[config.mk]
export PLATFORM = sky130hd
export DESIGN_NAME = trap_entry_stage
export DESIGN_NICKNAME = d
export VERILOG_FILES = /design/src/rtl/trap_pkg.sv /design/src/rtl/trap_cmp.sv /design/src/rtl/trap_msr_gen.sv /design/src/rtl/trap_srr1_gen.sv /design/src/rtl/trap_entry_stage.sv
export SDC_FILE = /design/constraint.sdc
export NUM_CORES = 1
export LEC_CHECK = 0
export BUFFER_PORTS_ARGS = -buffer_cell sky130_fd_sc_hd__buf_2
export CORE_AREA = 2 2 207 209
export DETAILED_ROUTE_END_ITERATION = 10
export DIE_AREA = 0 0 209 211
export GPL_TIMING_DRIVEN = 0
export PLACE_DENSITY = 0.34
export SYNTH_ARGS = -nofsm -noshare
export SYNTH_HDL_FRONTEND = slang
export SYNTH_SLANG_ARGS = --single-unit
[constraint.sdc]
create_clock -name vclk -period 9.6
set_clock_uncertainty 0.1 [all_clocks]
set_input_delay 0.96 -clock vclk [all_inputs]
set_output_delay 0.96 -clock vclk [all_outputs]
set_load 0.02 [all_outputs]
[src/rtl/trap_pkg.sv]
package trap_pkg;
  localparam int XLEN   = 64;
  localparam int TT_W   = 5;
  localparam int VIDX_W = 12;

  // status word bit positions (bit 0 = least significant)
  localparam int P_SF   = 63;
  localparam int P_TM   = 32;
  localparam int P_TS_L = 33;
  localparam int P_VEC  = 25;
  localparam int P_VSX  = 23;
  localparam int P_EE   = 15;
  localparam int P_PR   = 14;
  localparam int P_FP   = 13;
  localparam int P_FE0  = 11;
  localparam int P_TE_L = 9;
  localparam int P_FE1  = 8;
  localparam int P_UND  = 6;
  localparam int P_IR   = 5;
  localparam int P_DR   = 4;
  localparam int P_PMM  = 2;
  localparam int P_RI   = 1;
  localparam int P_LE   = 0;

  // saved status reason bits
  localparam int S_ADR  = 16;
  localparam int S_TRAP = 17;
  localparam int S_PRIV = 18;
  localparam int S_ILL  = 19;
  localparam int S_FP   = 20;
  localparam int S_TMB  = 21;
  localparam int S_CLR_L = 27;
  localparam int S_CLR_H = 30;

  // compare outcome order
  typedef enum logic [2:0] {
    CMP_GTU = 3'd0, CMP_LTU = 3'd1, CMP_EQ = 3'd2, CMP_GTS = 3'd3, CMP_LTS = 3'd4
  } cmp_pos_e;
endpackage

[src/rtl/trap_cmp.sv]
module trap_cmp #(
  parameter int W = 64
) (
  input  logic [W-1:0] a_i,
  input  logic [W-1:0] b_i,
  input  logic         is32_i,
  output logic [4:0]   res_o
);
  localparam int H = W / 2;

  logic [W-1:0] a_s, b_s, a_u, b_u;
  logic lt_s, gt_s, lt_u, gt_u, eq;

  always_comb begin
    if (is32_i) begin
      a_s = {{H{a_i[H-1]}}, a_i[H-1:0]};
      b_s = {{H{b_i[H-1]}}, b_i[H-1:0]};
      a_u = {{H{1'b0}}, a_i[H-1:0]};
      b_u = {{H{1'b0}}, b_i[H-1:0]};
    end else begin
      a_s = a_i;
      b_s = b_i;
      a_u = a_i;
      b_u = b_i;
    end
    lt_s = $signed(a_s) < $signed(b_s);
    gt_s = $signed(a_s) > $signed(b_s);
    lt_u = a_u < b_u;
    gt_u = a_u > b_u;
    eq   = a_u == b_u;
    res_o = '0;
    res_o[trap_pkg::CMP_GTU] = gt_u;
    res_o[trap_pkg::CMP_LTU] = lt_u;
    res_o[trap_pkg::CMP_EQ]  = eq;
    res_o[trap_pkg::CMP_GTS] = gt_s;
    res_o[trap_pkg::CMP_LTS] = lt_s;
  end

  // unsigned order of the selected words is a strict trichotomy
  always_comb begin
    p_cmp_tri_r2: assert ($countones({lt_u, gt_u, eq}) == 1)
      else $error("R2 unsigned outcome not exclusive");
  end
endmodule

[src/rtl/trap_msr_gen.sv]
module trap_msr_gen #(
  parameter int W     = 64,
  parameter int P_SF  = trap_pkg::P_SF,
  parameter int P_TM  = trap_pkg::P_TM,
  parameter int P_TS_L = trap_pkg::P_TS_L,
  parameter int P_VEC = trap_pkg::P_VEC,
  parameter int P_VSX = trap_pkg::P_VSX,
  parameter int P_EE  = trap_pkg::P_EE,
  parameter int P_PR  = trap_pkg::P_PR,
  parameter int P_FP  = trap_pkg::P_FP,
  parameter int P_FE0 = trap_pkg::P_FE0,
  parameter int P_TE_L = trap_pkg::P_TE_L,
  parameter int P_FE1 = trap_pkg::P_FE1,
  parameter int P_UND = trap_pkg::P_UND,
  parameter int P_IR  = trap_pkg::P_IR,
  parameter int P_DR  = trap_pkg::P_DR,
  parameter int P_PMM = trap_pkg::P_PMM,
  parameter int P_RI  = trap_pkg::P_RI,
  parameter int P_LE  = trap_pkg::P_LE
) (
  input  logic [W-1:0] msr_i,
  output logic [W-1:0] msr_o
);
  localparam logic [W-1:0] ONE = {{(W-1){1'b0}}, 1'b1};
  localparam logic [W-1:0] CLR_MASK =
      (ONE << P_IR) | (ONE << P_DR) | (ONE << P_FE0) | (ONE << P_FE1) |
      (ONE << P_EE) | (ONE << P_RI) | (ONE << P_TM)  | (ONE << P_VEC) |
      (ONE << P_VSX)| (ONE << P_PR) | (ONE << P_FP)  | (ONE << P_PMM) |
      (ONE << P_TE_L) | (ONE << (P_TE_L + 1)) | (ONE << P_UND);
  localparam logic [W-1:0] SET_MASK = (ONE << P_SF) | (ONE << P_LE);

  logic [1:0] ts_old;

  always_comb begin
    ts_old = msr_i[P_TS_L +: 2];
    msr_o  = (msr_i & ~CLR_MASK) | SET_MASK;
    if (ts_old == 2'b10) msr_o[P_TS_L +: 2] = 2'b01;
  end
endmodule

[src/rtl/trap_srr1_gen.sv]
module trap_srr1_gen #(
  parameter int W      = 64,
  parameter int TT_W   = 5,
  parameter int S_ADR  = trap_pkg::S_ADR,
  parameter int S_TRAP = trap_pkg::S_TRAP,
  parameter int S_PRIV = trap_pkg::S_PRIV,
  parameter int S_ILL  = trap_pkg::S_ILL,
  parameter int S_FP   = trap_pkg::S_FP,
  parameter int S_TMB  = trap_pkg::S_TMB,
  parameter int S_CLR_L = trap_pkg::S_CLR_L,
  parameter int S_CLR_H = trap_pkg::S_CLR_H
) (
  input  logic [W-1:0]    msr_i,
  input  logic [TT_W-1:0] tt_i,
  output logic [W-1:0]    srr1_o
);
  localparam int CLR_N = S_CLR_H - S_CLR_L + 1;

  always_comb begin
    srr1_o = msr_i;
    srr1_o[S_CLR_L +: CLR_N] = '0;
    srr1_o[S_TRAP] = ~|tt_i;
    srr1_o[S_PRIV] = tt_i[1];
    srr1_o[S_FP]   = tt_i[0];
    srr1_o[S_ADR]  = tt_i[3];
    srr1_o[S_ILL]  = tt_i[4];
    srr1_o[S_TMB]  = 1'b0;
  end
endmodule

[src/rtl/trap_entry_stage.sv]
module trap_entry_stage #(
  parameter int XLEN   = trap_pkg::XLEN,
  parameter int TT_W   = trap_pkg::TT_W,
  parameter int VIDX_W = trap_pkg::VIDX_W,
  parameter int VSHIFT = 4
) (
  input  logic [XLEN-1:0]   a_i,
  input  logic [XLEN-1:0]   b_i,
  input  logic [4:0]        cond_mask_i,
  input  logic              is32_i,
  input  logic [TT_W-1:0]   trap_type_i,
  input  logic [XLEN-1:0]   msr_i,
  input  logic [XLEN-1:0]   cia_i,
  input  logic [VIDX_W-1:0] vec_idx_i,
  output logic [XLEN-1:0]   msr_o,
  output logic              msr_vld_o,
  output logic [XLEN-1:0]   srr0_o,
  output logic              srr0_vld_o,
  output logic [XLEN-1:0]   srr1_o,
  output logic              srr1_vld_o,
  output logic [XLEN-1:0]   nia_o,
  output logic              nia_vld_o
);
  logic [4:0]      cmp_res;
  logic [XLEN-1:0] msr_new, srr1_new, nia_new;
  logic            take;

  trap_cmp #(.W(XLEN)) u_cmp (
    .a_i(a_i), .b_i(b_i), .is32_i(is32_i), .res_o(cmp_res)
  );

  trap_msr_gen #(.W(XLEN)) u_msr (
    .msr_i(msr_i), .msr_o(msr_new)
  );

  trap_srr1_gen #(.W(XLEN), .TT_W(TT_W)) u_srr1 (
    .msr_i(msr_i), .tt_i(trap_type_i), .srr1_o(srr1_new)
  );

  always_comb begin
    take    = (|trap_type_i) | (|(cmp_res & cond_mask_i));
    nia_new = {{(XLEN-VIDX_W){1'b0}}, vec_idx_i} << VSHIFT;
    msr_vld_o  = take;
    srr0_vld_o = take;
    srr1_vld_o = take;
    nia_vld_o  = take;
    msr_o  = take ? msr_new  : '0;
    srr0_o = take ? cia_i    : '0;
    srr1_o = take ? srr1_new : '0;
    nia_o  = take ? nia_new  : '0;
  end

  always_comb begin
    p_vld_agree_r10: assert (msr_vld_o == srr0_vld_o && srr0_vld_o == srr1_vld_o
                             && srr1_vld_o == nia_vld_o)
      else $error("R10 valid flags disagree");
    if (!msr_vld_o) begin
      p_quiet_r10: assert (msr_o == '0 && srr0_o == '0 && srr1_o == '0 && nia_o == '0)
        else $error("R10 data not zero without trap");
    end
    if (|trap_type_i) begin
      p_forced_r3: assert (msr_vld_o) else $error("R3 forced trap not taken");
    end
    if (msr_vld_o) begin
      p_mode_r4: assert (msr_o[trap_pkg::P_SF] && msr_o[trap_pkg::P_LE] && !msr_o[trap_pkg::P_PR])
        else $error("R4 mode bits wrong");
      if (msr_i[trap_pkg::P_TS_L +: 2] == 2'b10) begin
        p_ts_r5: assert (msr_o[trap_pkg::P_TS_L +: 2] == 2'b01) else $error("R5 ts");
      end
      p_srr0_r6: assert (srr0_o == cia_i) else $error("R6 srr0");
      p_reason_r8: assert (srr1_o[trap_pkg::S_TRAP] == (trap_type_i == '0))
        else $error("R8 reason bit");
      p_align_r9: assert (nia_o[VSHIFT-1:0] == '0) else $error("R9 alignment");
    end
  end
endmodule

**After elaboration in Yosys (flattened, before gate mapping)**

Cells that the tools add are included.

- Register bits after elaboration: 0
- Bits in latches: 0
- Bits in writable memories: 0
- ROM bits: 0
- Input port bits: 279
- Output and inout port bits: 260
- Word-level logic and storage cells: 20
- Memories kept: 0

- Add/sub/neg operators: 0
- Multipliers: 0
- Divide/modulo/power cells: 0
- Order comparisons: 4
- Equality and inequality tests: 2
- Shifts and indexed selects: 0
- Multiplexer cells: 9
- Bitwise gates (word level): 2
- Reduce and logical (&&, ||, !) cells: 3

Operators with widths:

| operator | number |
|---|---|
| $mux 64 | 7 |
| $gt 64x64->1 | 2 |
| $lt 64x64->1 | 2 |
| $eq 64x64->1 | 1 |
| $mux 16 | 1 |
| $reduce_or 5->1 | 2 |
| $and 5x5->5 | 1 |
| $eq 2x2->1 const B | 1 |
| $mux 2 | 1 |
| $logic_not 1->1 | 1 |
| $or 1x1->1 | 1 |

**Logic depth before layout (Yosys ltp)**

Gate-level depths: netlist of run 1.

- Depth in word-level cells: 6
- Mapped depth: 17
- Gate-level depth less buffers: 12

**Hierarchy**

From an unflattened synthesis of run 1, not the netlist that was laid out.

- Cell total of the unflattened synthesis: 884
- Area, all modules: 6,234.7 sq um

Modules (own cells, without submodules):

| module | instances | cells each | area an instance (sq um) | seq. area each (sq um) |
|---|---|---|---|---|
| trap_cmp | 1 | 443 | 3,032.9 | 0.0 |
| trap_entry_stage | 1 | 309 | 2,227.1 | 0.0 |
| trap_srr1_gen | 1 | 66 | 488.0 | 0.0 |
| trap_msr_gen | 1 | 66 | 486.7 | 0.0 |

**Least setup slack after synthesis of run 1**

Ideal clock, no wire load.

- Path type: input port to output port
- Start: in is32_i
- End: out srr1_o[57]
- Data arrival time: 4.396 ns
- Required time: 8.540 ns
- Slack: 4.144 ns
- Cell stages on the path: 15
- Path buffers: 4
- Cells stage by stage: inv_1 -> clkbuf_1 -> clkbuf_1 -> nand2_1 -> ha_1 -> a21o_1 -> a21o_1 -> a221oi_2 -> o21ai_1 -> or3_1 -> o21ai_0 -> a21oi_4 -> buf_2 -> a21boi_0 -> buf_4

- Cells in the longest elaborated chain, start to end: 6
- Elaborated cells on any way between the ends: 13
- Those cells by class: order compare: 4; eq/ne: 1; mux: 5; bitwise: 2; reduce/logical: 1

Ends and longest elaborated chain:

| what | RTL line | text |
|---|---|---|
| start, declared | trap_entry_stage.sv:10 | `input logic is32_i,` |
| $mux 64 | trap_cmp.sv:15 | `if (is32_i) begin` |
| $gt 64x64->1, or another cell as far along | trap_cmp.sv:29 | `gt_u = a_u > b_u;` |
| $and 5x5->5 * | trap_entry_stage.sv:41 | `take = (\|trap_type_i) \| (\|(cmp_res & cond_mask_i));` |
| $reduce_or 5->1 * | trap_entry_stage.sv:41 |  |
| $or 1x1->1 * | trap_entry_stage.sv:41 |  |
| $mux 64 * | trap_entry_stage.sv:49 | `srr1_o = take ? srr1_new : '0;` |
| end, declared | trap_entry_stage.sv:19 | `output logic [XLEN-1:0] srr1_o,` |

Every way passes the cells marked *; elsewhere a longest branch is shown, timed or not.

**Worst setup path after layout of run 1**

- Start: in is32_i
- End: out srr1_o[60]

Same word-level chain as after synthesis.

==> results of run 1 <==
-- stage by stage --
step	util (%)	cells
after floorplan	-	819
after detailed placement	21.0	1825
after global placement	21.0	1825
after CTS	21.0	1825
final	21.1	1831
after global routing	21.0	1825
-- placed cells by master (no fill, tap or decap), types with 4 or more instances in the layout --
master,netlist,final
a21boi_0,70,70
a21boi_1,12,12
a21boi_2,60,60
a21o_1,4,4
a21oi_1,76,76
a221oi_1,4,4
buf_12,7,7
buf_2,3,470
buf_4,116,116
buf_6,4,4
clkbuf_1,26,26
clkbuf_2,6,6
conb_1,1,72
diode_2,0,6
ha_1,96,96
inv_1,40,40
nand2_1,66,66
nand2b_1,35,35
nand3_1,11,11
nand4_1,20,20
nor2_1,10,10
nor2b_1,33,33
nor3_1,5,5
nor4_1,5,5
o21ai_0,17,17
-- area by class of cell --
class              instances  area share [%]
multi-input cells        616            50.2
diodes                     6           0.171
plain buffers            163            13.7
inverters                 40            1.71
repair buffers           467            26.6
well taps                539            7.66
-- critical path: cells and delay by family --
kind            cells  cell delay [ps]
simple gates        5             1650
fa+ha+maj           1              340
compound gates      3              880
buf+inv             7             1820
mux                 1              200
-- cells by family (layout without fill, tap and decap cells) --
kind of cell / count (synthesis) / after routing / synth area share (%)
simple gates: 189 / 189 / 17.7
mux: 1 / 1 / 0.182
compound gates: 258 / 258 / 35.7
fa+ha+maj: 96 / 96 / 21.8
buf+inv: 203 / 670 / 24.6
other cells: 1 / 78 / 0.0681
-- worst max-delay path by stage --
stage | slack (ps) | startpoint | endpoint | depth (start not counted)
final | 2640 | is32_i | srr1_o[60] | 17
after global routing | 2000 | is32_i | srr1_o[60] | 17
after CTS | 2360 | is32_i | srr1_o[60] | 17
after detailed placement | 2380 | is32_i | srr1_o[60] | 17
after global placement | 2380 | is32_i | srr1_o[60] | 17
after floorplan | 4140 | is32_i | srr1_o[57] | 15
-- metal layers --
layer,part of all wire (%),up-vias,global-route usage [%]
li1,-,3522,-
met1,40,3058,17.9
met2,46,305,24.4
met3,11,36,5.98
met4,2.2,18,2.39
met5,0.36,-,0
-- where the power goes --
part | internal, mW | switching [mW] | total (mW)
logic | 0.197 | 0.310 | 0.507
clock network | 0.0000000839 | 0 | 0.0000000840
registers | 0 | 0 | 0
==> summary.md, run 1 <==
| Metric | Value |
|---|---|
| Flip-flop and latch area | 0 um2 |
| I/O pin cnt | 539 |
| Final Hold Vio Count | 0 |
| Peak supply drop | 0.0161 mV |
| Total Power | 507 uW |
| Nets | 1663 |
| # port buffers | 467 |
| Gr usage total | 14.6% |
| Share of layout cells above drive strength 1 | 51.9% |
| Syn avg cell area | 7.37 um2 |
| Min Tclk post-route | 6960 ps |
| Largest area contributor in the netlist | ha_1 |
| DRT iter0 DRCs | 222 |
| Critical path, cell by cell | buf_2 -> inv_1 -> clkbuf_1 -> clkbuf_1 -> nand2_1 -> ha_1 -> nand4_1 -> nor4_1 -> nand3_1 -> nor2_1 -> mux2i_1 -> o21ai_0 -> a21oi_4 -> buf_2 -> a21boi_0 -> buf_4 -> buf_2 |
| Critical path arrival | 5900 ps |
| Required time of the critical path | 8540 ps |
| Slowest stage delay, CP | 760 ps |
| Routability Congestion | 0.874 |
| Distinct cell type count after synthesis | 43 |
| Vias | 6939 |
| Wire per inst | 18.9 um |
| Syn Inst Count | 748 |
| Mapped Area | 5510 um2 |
| Most used cell, CP | buf_2 |
| Slew headroom | 43.6% |
| Dpl ws | 2380 ps |
| Slew Viols, Final | 0 |
| Worst Setup Path Type | primary input to output pin |
| Final setup fails | 0 |
| RSZ-0062 raised after global routing | no |
| Placed inst area | 8790 um2 |
| Syn. warnings | 0 |
| Crit-path max FO | 10 |
| Status | finished, final reports clean |
| Rows | 75 |
| CP max stage cell | nor4_1 |
| Routed wire length | 34.7 mm |
| HP Start | msr_i[33] |
| Number of iterations in the first detailed-routing pass | 7 |
| Routed Antenna Nets | 0 |
| Cell Pwr Density | 57.7 nW/um2 |
| Worst setup margin | 2640 ps |
| Antenna violations before repair | 18 |
| Die width | 209 um |
| Filler cells | 4913 |
| Sequential area share after synthesis | 0% |
| Die area | 44100 um2 |
| # Post-CTS Setup Buffers | 0 |
| Tcrit/Tclk final | 72.5% |
| First-pass GRT wire length | 47.5 mm |
| Largest net degree at the start of global routing | 11 |
| GRT overflow | 0 |
| Top cell type's share of synthesized area | 21.8% |
| Worst-margin pin slew | 838 ps |
| Most common cell in the netlist | buf_4 |
| Residual DRC count | 0 |
| Seq_cells | 0 |
| Clock buffer cells | 0 |
| Number of max-cap violations | 0 |
| WHS Endpoint | msr_o[34] |
| Synth cell count leaders | 116 x buf_4, 96 x ha_1, 76 x a21oi_1, 70 x a21boi_0, 66 x nand2_1 |
| Post-CTS sizing | 0 |
| HPWL Detailed | 32.2 mm |
| Vias in the first global route | 6840 |
| Leakage power | 4.84 nW |
| Worst hold stages | 4 |
| Core area | 41800 um2 |
| Die height | 211 um |
| Hold Crit Class | primary input to output pin |
| Fmax achieved | 0.144 GHz |
| TNS Setup | 0 ps |
| Initial core utilization | 13.2% |
| Post-route cell area | 8800 um2 |
| Area contributors post-synth | ha_1 22%, buf_4 16%, a21boi_2 12% |
| WHS | 2170 ps |
| CP Launch Type | primary input |
| Setup crit end kind | output pin |
| Synthesis-to-finish area growth | 59.8% |
| Multi-input logic area | 4420 um2 |
| Hold Buf Count CTS | 0 |
| Vias/cell | 3.79 |
No activity file was read; power rests on OpenSTA's default activity.
==> run 2: changes to the inputs <==
--- a/config.mk
+++ b/config.mk
@@ -6,11 +6,11 @@
 export NUM_CORES = 1
 export LEC_CHECK = 0
 export BUFFER_PORTS_ARGS = -buffer_cell sky130_fd_sc_hd__buf_2
-export CORE_AREA = 2 2 207 209
+export CORE_AREA = 2 2 208 210
 export DETAILED_ROUTE_END_ITERATION = 10
-export DIE_AREA = 0 0 209 211
+export DIE_AREA = 0 0 210 212
 export GPL_TIMING_DRIVEN = 0
-export PLACE_DENSITY = 0.34
+export PLACE_DENSITY = 0.33
 export SYNTH_ARGS = -nofsm -noshare
 export SYNTH_HDL_FRONTEND = slang
 export SYNTH_SLANG_ARGS = --single-unit
==> constraint.sdc (replaced) <==
create_clock -name vclk -period 6.49
set_clock_uncertainty 0.1 [all_clocks]
set_input_delay 0.649 -clock vclk [all_inputs]
set_output_delay 0.649 -clock vclk [all_outputs]
set_load 0.02 [all_outputs]
==> summary.md, run 2 (synthesized netlist as in run 1, its figures left out) <==
| Metric | Value |
|---|---|
| First-pass GRT wire length | 46.1 mm (-2.8%) |
| TNS Setup | 0 ps (unchanged) |
| Leakage power | 4.85 nW (+0.22%) |
| Cell Pwr Density | 85.7 nW/um2 (+49%) |
| Worst hold stages | 3 (-1) |
| Slew Viols, Final | 0 (unchanged) |
| Grt met1 use | 17.1% (-0.84 points) |
| Nets | 1663 (unchanged) |
| Antenna violations before repair | 13 (-5) |
| Status | finished, final reports clean |
| # Post-CTS Setup Buffers | 0 (unchanged) |
| Seq_cells | 0 (unchanged) |
| GRT overflow | 0 (unchanged) |
| Final setup fails | 0 (unchanged) |
| Die width | 210 um (+0.48%) |
| Hold Buf Count CTS | 0 (unchanged) |
| Layout Utilization | 20.7% (-0.34 points) |
| WHS Endpoint | srr0_o[8] |
| I/O pin cnt | 539 (unchanged) |
| HP Start | cia_i[8] |
| Min Tclk post-route | 5970 ps |
| Wire per inst | 18.6 um (-1.9%) |
| Grt peak-use layer | met2 |
| Share of layout cells above drive strength 1 | 52.0% (+0.078 points) |
| Final Hold Vio Count | 0 (unchanged) |
| Post-route cell area | 8810 um2 (+0.13%) |
| Number of iterations in the first detailed-routing pass | 4 (-3) |
| Tcrit/Tclk final | 92.0% |
| Slew headroom | 52.2% (+8.6 points) |
| Vias | 6894 (-0.65%) |
| Gr usage total | 14.1% (-0.57 points) |
| Met3 usage | 5.86% (-0.11 points) |
| HPWL Detailed | 31.6 mm (-1.8%) |
| Clock buffer cells | 0 (unchanged) |
| Met2 usage | 23.4% (-0.96 points) |
| Hold Crit Class | primary input to output pin |
| Die height | 212 um (+0.47%) |
| Post-CTS sizing | 1 (+1) |
| RSZ-0062 raised after global routing | no |
| Synthesis-to-finish area growth | 60.0% |
| Worst-margin pin slew | 712 ps (-125 ps) |
| Vias in the first global route | 6783 (-0.83%) |
| Largest net degree at the start of global routing | 11 (unchanged) |
| Routed wire length | 34.1 mm (-1.7%) |
| Residual DRC count | 0 (unchanged) |
| Routability Congestion | 0.866 (-0.95%) |
| Flip-flop and latch area | 0 um2 (unchanged) |
| Total Power | 755 uW (+49%) |
| Most frequent cells in the layout | 470 x buf_2, 116 x buf_4, 96 x ha_1 |
| Worst Setup Path Type | primary input to output pin |
| CP Launch Type | primary input |
| Placed inst area | 8800 um2 (about the same) |
| Crit-path max FO | 10 (unchanged) |
| Peak supply drop | 0.0281 mV (+75%) |
| Fmax achieved | 0.167 GHz |
| # port buffers | 467 (unchanged) |
| Initial core utilization | 13.0% (-0.23 points) |
| Critical path arrival | 5220 ps (-680 ps) |
| Die area | 44500 um2 (+0.95%) |
| Core area | 42500 um2 (+1.8%) |
| Setup crit end kind | output pin |
| Worst setup margin | 518 ps (-2120 ps) |
| Rows | 76 (+1.3%) |
| Required time of the critical path | 5740 ps (-2800 ps) |
| Routed Antenna Nets | 0 (unchanged) |
| Number of max-cap violations | 0 (unchanged) |
| Dpl ws | -110 ps (-2490 ps) |
| Most common cell after layout, fill and taps aside | buf_2 |
| Vias/cell | 3.76 (-0.76%) |
| DRT iter0 DRCs | 273 (+23%) |
run 2: changes by cell type in the layout (fill, tap and decap cells not counted):
cell / before / now
diode_2: 6 / 1
a21boi_0: 70 / 67
a21boi_1: 12 / 15
nor4_4: 0 / 1
nor4_1: 5 / 4
run 2: layout make-up:
type	count	area [um2]
diodes	1	2.50
inverters	40	150
plain buffers	163	1200
well taps	546	683
fillers	4900	33700
multi-input cells	616	4440
repair buffers	467	2340
run 2: layer usage:
layer | share of wire [%] | vias up
met2 | 45 | 303
met4 | 2.3 | 12
met3 | 11 | 38
met5 | 0.21 | -
met1 | 42 | 3021
li1 | - | 3520
run 2: worst max-delay path: stages:
cell and delay [ps]:
buf_2 170, inv_1 90, clkbuf_1 350, clkbuf_1 440
nand2_1 100, ha_1 330, a21oi_1 140, o21ai_0 190
a221oi_2 480, o21ai_1 110, or3_1 440, or3b_4 440
a21oi_4 400, buf_2 340, a21boi_1 190, buf_4 170
buf_2 180
run 2: power by group:
group / switching (mW) / leakage, nW / internal [mW] / total (mW)
clock: 0 / 0.00000634 / 0.0000000207 / 0.0000000207
sequential: 0 / 0 / 0 / 0
combinational: 0.462 / 4.85 / 0.293 / 0.755
run 2: how the worst max path moves through the flow:
stage	start	to	slack [ps]	depth (start not counted)
floorplan	is32_i	srr1_o[57]	1660	15
global placement	is32_i	srr1_o[57]	-120	17
detailed placement	is32_i	srr1_o[57]	-110	17
CTS	is32_i	srr1_o[57]	190	17
global route	is32_i	srr1_o[57]	10	17
finish	is32_i	srr1_o[57]	520	17
run 2: per-stage QoR:
| stage | hold WS, ps | instances |
|---|---|---|
| detailed placement | 1550 | 1832 |
| global placement | 1550 | 1832 |
| global route | 1560 | 1832 |
| floorplan | 1320 | 819 |
| finish | 1550 | 1833 |
| CTS | 1550 | 1832 |
==> run 3: changes to the inputs <==
--- a/config.mk
+++ b/config.mk
@@ -5,12 +5,13 @@
 export SDC_FILE = /design/constraint.sdc
 export NUM_CORES = 1
 export LEC_CHECK = 0
+export ABC_AREA = 1
 export BUFFER_PORTS_ARGS = -buffer_cell sky130_fd_sc_hd__buf_2
-export CORE_AREA = 2 2 208 210
+export CORE_AREA = 2 2 211 213
 export DETAILED_ROUTE_END_ITERATION = 10
-export DIE_AREA = 0 0 210 212
+export DIE_AREA = 0 0 213 215
 export GPL_TIMING_DRIVEN = 0
-export PLACE_DENSITY = 0.33
+export PLACE_DENSITY = 0.32
 export SYNTH_ARGS = -nofsm -noshare
 export SYNTH_HDL_FRONTEND = slang
 export SYNTH_SLANG_ARGS = --single-unit
==> summary.md, run 3 <==
| Metric | Value |
|---|---|
| Most common cell in the netlist | inv_1 |
| # Post-CTS Setup Buffers | 0 (unchanged) |
| Status | finished, final reports clean |
| Initial core utilization | 12.2% (-0.78 points) |
| Dpl ws | 804 ps (+914 ps) |
| Synthesis-to-finish area growth | 63.0% |
| Required time of the critical path | 5740 ps (about the same) |
| Largest net degree at the start of global routing | 11 (unchanged) |
| Hold Buf Count CTS | 0 (unchanged) |
| Final Hold Vio Count | 0 (unchanged) |
| Routability Congestion | 0.848 (-2.1%) |
| Hold Crit Class | primary input to output pin |
| Sequential area share after synthesis | 0% (unchanged) |
| Worst setup margin | 900 ps (+382 ps) |
| WHS Endpoint | srr1_o[2] |
| I/O pin cnt | 539 (unchanged) |
| Critical path arrival | 4840 ps (-380 ps) |
| Slew headroom | 50.5% (-1.8 points) |
| Routed wire length | 29.1 mm (-15%) |
| Syn Inst Count | 980 (+31%) |
| Number of max-cap violations | 0 (unchanged) |
| CP max stage cell | ha_1 |
| DRT iter0 DRCs | 226 (-17%) |
| Vias | 7155 (+3.8%) |
| GRT overflow | 0 (unchanged) |
| Synth cell count leaders | 230 x inv_1, 198 x nor2_1, 133 x nand2_1, 112 x buf_4, 96 x ha_1 |
| Worst Setup Path Type | primary input to output pin |
| Die width | 213 um (+1.4%) |
| Crit-path max FO | 10 (unchanged) |
| Crit path from | is32_i |
| TNS Setup | 0 ps (unchanged) |
| First-pass GRT wire length | 41.1 mm (-11%) |
| Most frequent cells in the layout | 474 x buf_2, 230 x inv_1, 198 x nor2_1 |
| Slowest stage delay, CP | 470 ps (about the same) |
| Post-CTS sizing | 0 (-1) |
| Residual DRC count | 0 (unchanged) |
| Final setup fails | 0 (unchanged) |
| # port buffers | 467 (unchanged) |
| Distinct cell type count after synthesis | 29 (-33%) |
| Clock buffer cells | 0 (unchanged) |
| CP Launch Type | primary input |
| Most used cell, CP | nand2_1 |
| Peak supply drop | 0.0165 mV (-41%) |
| Flip-flop and latch area | 0 um2 (unchanged) |
| Most common cell after layout, fill and taps aside | buf_2 |
| Fmax achieved | 0.179 GHz (+6.8%) |
| Antenna violations before repair | 14 (+1) |
| Core area | 43600 um2 (+2.7%) |
| Post-route cell area | 8670 um2 (-1.7%) |
| Worst hold stages | 4 (+1) |
| Worst-margin pin slew | 743 ps (+30.6 ps) |
| Tcrit/Tclk final | 86.1% (-5.9 points) |
| Gr usage total | 11.8% (-2.3 points) |
| Cell Pwr Density | 72.7 nW/um2 (-15%) |
| Top cell type's share of synthesized area | 22.6% (+0.78 points) |
| Share of layout cells above drive strength 1 | 40.2% (-12 points) |
| HP Start | msr_i[2] |
| Syn avg cell area | 5.43 um2 (-26%) |
| Filler cells | 5232 (+6.8%) |
| Vias in the first global route | 6827 (+0.65%) |
| HPWL Detailed | 27.2 mm (-14%) |
| DP Cell Count | 2110 (+15%) |
| Final non-filler cell total | 2112 (+15%) |
| Multi-input logic area | 3630 um2 (-18%) |
| Nets | 1895 (+14%) |
| Syn. warnings | 0 (unchanged) |
| Min Tclk post-route | 5590 ps (-382 ps) |
| Critical path, cell by cell | buf_2 -> clkbuf_1 -> nand2_1 -> clkbuf_1 -> o21ai_0 -> ha_1 -> nand4_1 -> nor2_1 -> nand3_1 -> nor3b_1 -> nand2_1 -> nand2_1 -> nand2_1 -> nand3_1 -> nand3_2 -> nor2_4 -> buf_12 -> buf_6 -> nor2_2 -> buf_4 -> buf_2 |
| Rows | 77 (+1.3%) |
| Placed inst area | 8660 um2 (-1.5%) |
| Wire per inst | 13.8 um (-26%) |
| Routed Antenna Nets | 0 (unchanged) |
| Mapped Area | 5320 um2 (-3.5%) |
| Area contributors post-synth | ha_1 23%, inv_1 16%, buf_4 16% |
| Largest area contributor in the netlist | ha_1 |
| Slew Viols, Final | 0 (unchanged) |
| Die area | 45800 um2 (+2.9%) |
| Setup crit end kind | output pin |
| RSZ-0062 raised after global routing | no |
| Vias/cell | 3.39 (-9.9%) |
| Seq_cells | 0 (unchanged) |
| Die height | 215 um (+1.4%) |
| Number of iterations in the first detailed-routing pass | 4 (unchanged) |
| Leakage power | 5.67 nW (+17%) |
-- run 3: cell count changes in the layout (fill, tap and decap cells not counted), sizes merged, moves of 6 or more --
cell | before | now
o21ai | 18 | 43
nor2b | 33 | 0
nand2 | 66 | 133
a221oi | 6 | 0
inv | 40 | 232
a21boi | 142 | 0
clkbuf | 32 | 21
nand2b | 35 | 0
nor2 | 10 | 209
nand4 | 20 | 8
-- run 3: where the power goes --
part	total (mW)	switching, mW	leakage [nW]	internal (mW)
combinational	0.630	0.376	5.67	0.254
clock	0.0000000412	0	0.0000127	0.0000000412
sequential	0	0	0	0
-- run 3: critical path: cells and delay by family --
kind                       cells  cell delay [ps]
buffers and inverters          7             1430
adders and majority gates      1              470
and+or+nand+nor               12             2050
AOI/OAI and AO/OA              1              180
-- run 3: cell families after synthesis --
family	Yosys count	share of synthesized area, %
AOI/OAI and AO/OA	126	12.2
adders and majority gates	96	22.6
buffers and inverters	382	36.7
other	1	0.0705
and+or+nand+nor	375	28.5
-- run 3: how the worst max path moves through the flow --
stage / cells past startpoint / end / slack [ps]
floorplan: 20 / srr1_o[54] / 2350
global placement: 21 / srr1_o[44] / 810
detailed placement: 21 / srr1_o[24] / 800
CTS: 21 / srr1_o[24] / 790
global route: 21 / srr1_o[39] / 380
finish: 21 / srr1_o[31] / 900
-- run 3: area by class of cell --
cell class / count / share of cell area [%]
diodes: 2 / 0.0577
well taps: 592 / 8.55
repair buffers: 467 / 27.0
multi-input cells: 669 / 41.9
inverters: 232 / 10.0
plain buffers: 150 / 12.5
-- run 3: metal layers --
metal / vias up / GRT usage [%] / part of all wire (%)
met3: 22 / 2.53 / 8.2
met2: 299 / 21.6 / 47
met1: 2983 / 14.7 / 44
li1: 3837 / - / -
met4: 14 / 0.256 / 0.39
met5: - / 0 / 0.33
-- run 3: per-stage QoR --
stage | hold WS, ps | utilization [%] | power (mW)
floorplan | 1300 | - | 0.396
global placement | 1510 | 19.8 | 0.634
detailed placement | 1500 | 19.8 | 0.635
CTS | 1510 | 19.8 | 0.638
global route | 1520 | 19.9 | 0.708
finish | 1510 | 19.9 | 0.630
